**src/rtl/pspwm_gate_gen.sv**
```systemverilog
module pspwm_gate_gen #(
  parameter int CW   = 16,
  parameter int RW   = 16,
  parameter int PMIN = 2
) (
  input  logic                 clk,
  input  logic                 rst_n,
  input  logic signed [RW-1:0] ref_i,
  input  logic                 cur_neg_i,
  input  logic [CW-1:0]        period_i,
  output logic [6:0]           gate_o,
  output logic [2:0]           state_o,
  output logic                 fault_o
);
  localparam int FW = RW - 1;
  localparam int PW = FW + CW;

  logic [CW-1:0]        c1_q, pk_q;
  logic                 up_q, cur_q;
  logic signed [RW-1:0] ref_q;

  logic          valley, neg_half;
  logic [CW-1:0] pk_new, c2, cmp;
  logic [PW-1:0] prod;
  logic [6:0]    raw;
  logic [2:0]    code;
  logic          legal;

  assign valley   = (c1_q == '0);
  assign pk_new   = (period_i < CW'(PMIN)) ? CW'(PMIN) : period_i;
  assign c2       = pk_q - c1_q;
  assign neg_half = ref_q[RW-1];
  assign prod     = PW'(ref_q[FW-1:0]) * PW'(pk_q);
  assign cmp      = CW'(prod >> FW);

  always_ff @(posedge clk or negedge rst_n) begin
    if (!rst_n) begin
      c1_q  <= '0;
      up_q  <= 1'b1;
      pk_q  <= CW'(PMIN);
      ref_q <= '0;
      cur_q <= 1'b0;
    end else if (valley) begin
      c1_q  <= CW'(1);
      up_q  <= 1'b1;
      pk_q  <= pk_new;
      ref_q <= ref_i;
      cur_q <= cur_neg_i;
    end else if (up_q) begin
      c1_q <= c1_q + CW'(1);
      up_q <= (c1_q + CW'(1)) != pk_q;
    end else begin
      c1_q <= c1_q - CW'(1);
    end
  end

  logic t1, t4;
  assign t1  = !neg_half && (cmp > c1_q);
  assign t4  = neg_half && (cmp < c1_q);
  assign raw = {t1, (cmp > c2), !(cmp > c2), t4, cur_q, !cur_q, !(t1 || t4)};

  always_comb begin
    legal = 1'b1;
    code  = 3'd0;
    case (raw)
      7'b1100010: code = 3'd0;
      7'b1010010: code = 3'd1;
      7'b0100011: code = 3'd2;
      7'b0010011: code = 3'd3;
      7'b0100101: code = 3'd4;
      7'b0010101: code = 3'd5;
      7'b0101100: code = 3'd6;
      7'b0011100: code = 3'd7;
      default:    legal = 1'b0;
    endcase
  end

  always_ff @(posedge clk or negedge rst_n) begin
    if (!rst_n) begin
      gate_o  <= '0;
      state_o <= '0;
      fault_o <= 1'b0;
    end else begin
      gate_o  <= legal ? raw : 7'd0;
      state_o <= legal ? code : 3'd0;
      fault_o <= !legal;
    end
  end
endmodule

```
**config.mk**
```make
export PLATFORM = sky130hd
export DESIGN_NAME = pspwm_gate_gen
export DESIGN_NICKNAME = d
export VERILOG_FILES = /design/src/rtl/pspwm_gate_gen.sv
export SDC_FILE = /design/constraint.sdc
export NUM_CORES = 1
export LEC_CHECK = 0
export BUFFER_PORTS_ARGS = -buffer_cell sky130_fd_sc_hd__buf_2
export CAP_MARGIN = 20
export CELL_PAD_IN_SITES_DETAIL_PLACEMENT = 1
export CELL_PAD_IN_SITES_GLOBAL_PLACEMENT = 1
export CORE_MARGIN = 3
export CORE_UTILIZATION = 54
export DETAILED_ROUTE_END_ITERATION = 8
export GPL_TIMING_DRIVEN = 0
export PLACE_DENSITY_LB_ADDON = 0.2
export REMOVE_ABC_BUFFERS = 1
export SYNTH_ARGS = -nofsm -noshare
export SYNTH_HDL_FRONTEND = slang
export SYNTH_SLANG_ARGS = --single-unit
```
**constraint.sdc**
```tcl
create_clock -name clk -period 17.2 [get_ports clk]
set_input_delay 0 -clock clk [delete_from_list [all_inputs] [get_ports clk]]
set_output_delay 0 -clock clk [all_outputs]
set_load 0.01 [all_outputs]
```
# Word-level counts from Yosys, hierarchy flattened
# Index checks and enable logic that the tools add are counted.
[op_classes] addsub=3 n_mul=1 magnitude_cmp=4 eq_ne=9 mux=9 reduce_logical=10
[op_table] op="$mux 16" count=3
[op_table] op="$gt 16x16->1" count=2
[op_table] op="$mul 15x16->31" count=1
[op_table] op="$eq 7x5->1 const B" count=3
[op_table] op="$eq 7x6->1 const B" count=3
[op_table] op="$pmux 3 s7" count=1
[op_table] op="$add 16x1->16 const B" count=1
[op_table] op="$logic_not 16->1" count=1
[op_table] op="$lt 16x16->1" count=1
[op_table] op="$lt 16x2->1 const B" count=1
[op_table] op="$ne 16x16->1" count=1
[op_table] op="$sub 16x1->16 const B" count=1
[op_table] op="$sub 16x16->16" count=1
[op_table] op="$eq 7x7->1 const B" count=2
[op_table] op="$reduce_or 8->1" count=1
[op_table] op="$mux 7" count=1
[op_table] op="$logic_not 1->1" count=5
[op_table] op="$mux 1" count=3
[op_table] op="$mux 3" count=1
[op_table] op="$logic_and 1x1->1" count=2
[op_table] op="$logic_or 1x1->1" count=1
[word_totals] regBits=61 elab_cells=44

# Logic depth before layout (Yosys ltp)
[depth] ltp_word=9 ltp_mapped=31

# Least setup slack after synthesis
# Ideal clock, no wire load.
[synth_timing] path_type="reg-to-reg" startpoint="reg pk_q[6]" endpoint="reg state_o[1]" arrival_time_ns=7.320 required_time_ns=17.032 slack_ns=9.712 stages_incl_launch_ff=32 synth_period_minus_slack_ns=7.488 cell_sequence="dfrtp_1 clkbuf_1 buf_2 and2_1 fa_1 inv_1 fa_1 inv_1 fa_1 inv_1 fa_1 inv_1 fa_1 inv_1 fa_1 inv_1 ha_1 a21oi_1 o211ai_1 a31oi_1 nand2_1 a221oi_1 o21ai_0 xor2_1 ha_1 nand4_1 nor2_1 o211ai_1 a21oi_1 nor2_1 a311oi_1 a2111oi_0"
[synth_via] elab_chain_len=9
[synth_lines] item="start, declared" line="18" rtl="logic [CW-1:0] c1_q, pk_q;"
[synth_lines] item="start signal, assigned" line="40" rtl="pk_q <= CW'(PMIN);"
[synth_lines] item="start signal, assigned" line="46" rtl="pk_q <= pk_new;"
[synth_lines] item="$mul 15x16->31" line="33" rtl="assign prod = PW'(ref_q[FW-1:0]) * PW'(pk_q);"
[synth_lines] item="$gt 16x16->1 / $lt 16x16->1 (equally long branches)" line="58, 59"
[synth_lines] item="$logic_and 1x1->1, on equally long branches" line="58, 59"
[synth_lines] item="$logic_or 1x1->1" line="60" rtl="assign raw = {t1, (cmp > c2), !(cmp > c2), t4, cur_q, !cur_q, !(t1 || t4)};"
[synth_lines] item="$logic_not 1->1" line="60"
[synth_lines] item="$eq 7x5->1, or another cell as far along" line="65" rtl="case (raw)"
[synth_lines] item="$reduce_or 8->1 (no source line)"
[synth_lines] item="$mux 1" line="65"
[synth_lines] item="$mux 3 (*)" line="85" rtl="state_o <= legal ? code : 3'd0;"
[synth_lines] item="end signal, assigned" line="85"
[synth_lines] item="end, declared" line="12" rtl="output logic [2:0] state_o,"
# Every way passes the cells marked *; elsewhere a longest branch is shown, timed or not.
# A chain may end at the register's enable or synchronous reset.

# Worst setup path after layout
[layout_timing] startpoint="reg pk_q[5]" endpoint="reg gate_o[4]"
[layout_via] elab_chain_len=9
[layout_lines] item="$mul 15x16->31" line="33"
[layout_lines] item="$gt 16x16->1 / $lt 16x16->1 (equally long branches)" line="58, 59"
[layout_lines] item="$logic_and 1x1->1, on equally long branches" line="58, 59"
[layout_lines] item="$logic_or 1x1->1" line="60"
[layout_lines] item="$logic_not 1->1" line="60"
[layout_lines] item="$eq 7x5->1, or another cell as far along" line="65"
[layout_lines] item="$reduce_or 8->1 (no source line)"
[layout_lines] item="$mux 1" line="65"
[layout_lines] item="$mux 7 (*)" line="84" rtl="gate_o <= legal ? raw : 7'd0;"
[layout_lines] item="end signal, assigned" line="84"
[layout_lines] item="end, declared" line="11" rtl="output logic [6:0] gate_o,"
# Marked as above.

==> impl_metrics.yaml <==
status:
  status: "finished clean"
logic_synthesis:
  syn_inst: 1432
  synth.distinct_cells: 59
  synth.avg_cell_area_um2: 8.56
  yosys_warnings: 0
  synth_enable_flop_cells: 0
  synth_ff_type: "dfrtp_1"
  ys_ff_latch: 60
  ys_seq_area_share_pct: 12.3
  async_flop_share_pct: 100
  netlist_area_um2: 12300
route:
  drt_iter0_markers: 387
  num_vias: 10199
  wl_per_cell_um: 21.6
  detail-route-antenna-nets: 0
  wl_mm: 37.8
  vias_per_cell: 5.83
  dr.pass1.iters: 5
  drc: 0
setup_path:
  cpPeakStageDelay_ps: 840
  crit_type: "flop to flop"
  worstSetupEndpointType: "flop"
  crit_required_ps: 17390
  cp.arrival_ps: 9590
  slowest_stage: "a311oi_1"
  start_kind: "flop"
  path_max_fanout: 18
floorplanning:
  fp-row-count: 54
  die_height_um: 157
  start_util_pct: 55.5
  die-area_um2: 24500
  die_w_um: 157
  core_area_um2: 22100
  ios: 46
finish:
  final_cell_count_no_fill: 1749
  area_growth_pct: 7.93
  drive_gt1_share_pct: 5.04
  utilization_pct: 59.9
  layout.nets: 1819
clock_network:
  cts.sinks: 60
  cts_max_level: 3
  cts_made_buffers: 9
  clock_path_buffers: 2
  postCtsResizedCells: 0
  clock_latency_ps: 360
  cts_tree: "done"
  cts_root_buf: "clkbuf_16"
  cts_setup_buffers: 0
  path_clk_slew_ps: 60
sta:
  setup_viol: 0
  finClkSkew_ps: 11.2
  maxSlewViolCount: 0
  fin_crit_sh_pct: 54.7
  slew_headroom_pct: 22.7
  hold_viol: 0
  max_freq_ghz: 0.106
  worst-slew-pin-transition_ps: 1160
  rsz0062_at_grt: "false"
  min_period_ps: 9400
  fin_hold_ws_ps: 298
  finalSetupTns_ps: 0
place:
  place.gp.congestion: 0.904
  place_hpwl_mm: 27.0
  io_buffers: 45
  dp_cells: 1698
grt:
  grt_pass1_vias: 11984
  grt_pass1_wl_mm: 62.2
  antenna_found_initial: 1
  grt_max_degree: 61
  grt_usage_pct: 32.6
  overflow: 0
min_path:
  worstHoldPathType: "input pin to async pin"
run:
  drv_cap: 0
## area by class of cell
type / instances / area (um2)
multi-input combinational: 1072 / 9560
fill: 2620 / 8860
tap: 280 / 350
timing repair buffer: 83 / 624
clock inverter: 7 / 75.1
inverter: 237 / 890
antenna: 1 / 2.50
sequential: 60 / 1500
clock buffer: 9 / 225
## per-layer routing
layer  part of all wire [%]  GRT usage, %  routed length [um]
met1                     38          37.8               14400
met2                     51          58.2               19400
met3                    5.4          5.78                2050
met4                    5.1          15.8                1920
met5                  0.045             0                  17
## what timing repair did
item,CTS,global route
hold buffers,34,0
setup endpoints to repair,0,0
endpoints found under the hold margin,91,0
## synth_stat cells (17+ instances only)
cell type | n | area share [%]
nand4_1 | 20 | 1.0
inv_1 | 236 | 7.2
nand3_1 | 17 | 0.69
ha_1 | 141 | 14
nand2_1 | 222 | 6.8
and2_1 | 142 | 7.2
a21o_1 | 17 | 1.0
a21oi_1 | 53 | 2.2
clkbuf_1 | 30 | 0.92
xor2_1 | 21 | 1.5
nor2_1 | 49 | 1.5
buf_2 | 28 | 1.1
xnor2_1 | 42 | 3.0
fa_1 | 180 | 29
nor3_1 | 17 | 0.69
o21ai_0 | 38 | 1.6
dfrtp_1 | 58 | 12
## flip-flops by register name (all words and copies together), names as in the netlist
signal	flops
c1_q	16
pk_q	16
ref_q	16
gate_o	6
state_o	3
cur_q	1
fault_o	1
up_q	1
## cells in the final DEF, fill, tap and decap left out, types with 10 or more instances in the layout
cell / n
nand2b_1: 10
a21oi_1: 53
dfrtp_1: 58
nand3_1: 17
xnor2_1: 42
and2_1: 142
buf_2: 44
nor3_1: 17
fa_1: 180
a21o_1: 17
nand4_1: 20
inv_1: 236
xor2_1: 21
nor2_1: 49
o21ai_0: 38
ha_1: 141
nand2_1: 222
dlygate4sd3_1: 34
## cells by family (layout without fill, tap and decap cells)
logic type               after synthesis  count (layout)  share of synthesized area, %
AND/OR/NAND/NOR                      517             517                          20.9
adder cells (fa/ha/maj)              321             321                          43.8
buffers and inverters                300             336                          9.75
AO/OA/AOI/OAI                        169             169                          8.62
XOR/XNOR                              63              63                          4.50
flip-flops                            60              60                          12.3
multiplexers                           2               2                         0.174
other                                  0               1                             0
## worst paths after layout
kind                                           from  slack, ps  cells past startpoint                   end
worst max-delay path            pk_q[5]$_DFFE_PN0N_       7800                     28   gate_o[4]$_DFF_PN0_
worst max register to register  pk_q[5]$_DFFE_PN0N_       7800                     28   gate_o[4]$_DFF_PN0_
max in group asynchronous                     rst_n      16340                      2   pk_q[2]$_DFFE_PN0N_
worst min register to register    c1_q[0]$_DFF_PN0_        580                      1     c1_q[0]$_DFF_PN0_
min in group clk                           ref_i[9]        380                      4  ref_q[9]$_DFFE_PN0N_
worst min-delay path                          rst_n        300                      2     fault_o$_DFF_PN0_
## critical path, delay by kind of cell (launching register included)
family,cells,cell delay [ps]
fa+ha+maj,8,3910
buf+inv,6,330
compound gates,9,3130
simple gates,5,1050
flops,1,800
## stage by stage
stage	area, um2	setup slack (ps)
6_report	13200	7800
4_1_cts	13200	7930
5_1_grt	13200	7410
3_3_place_gp	12500	8340
3_5_place_dp	12600	8010
2_1_floorplan	12000	9810
Power is not shown: default switching activity piles up to over one toggle a cycle in this logic, so the estimate is an artifact.
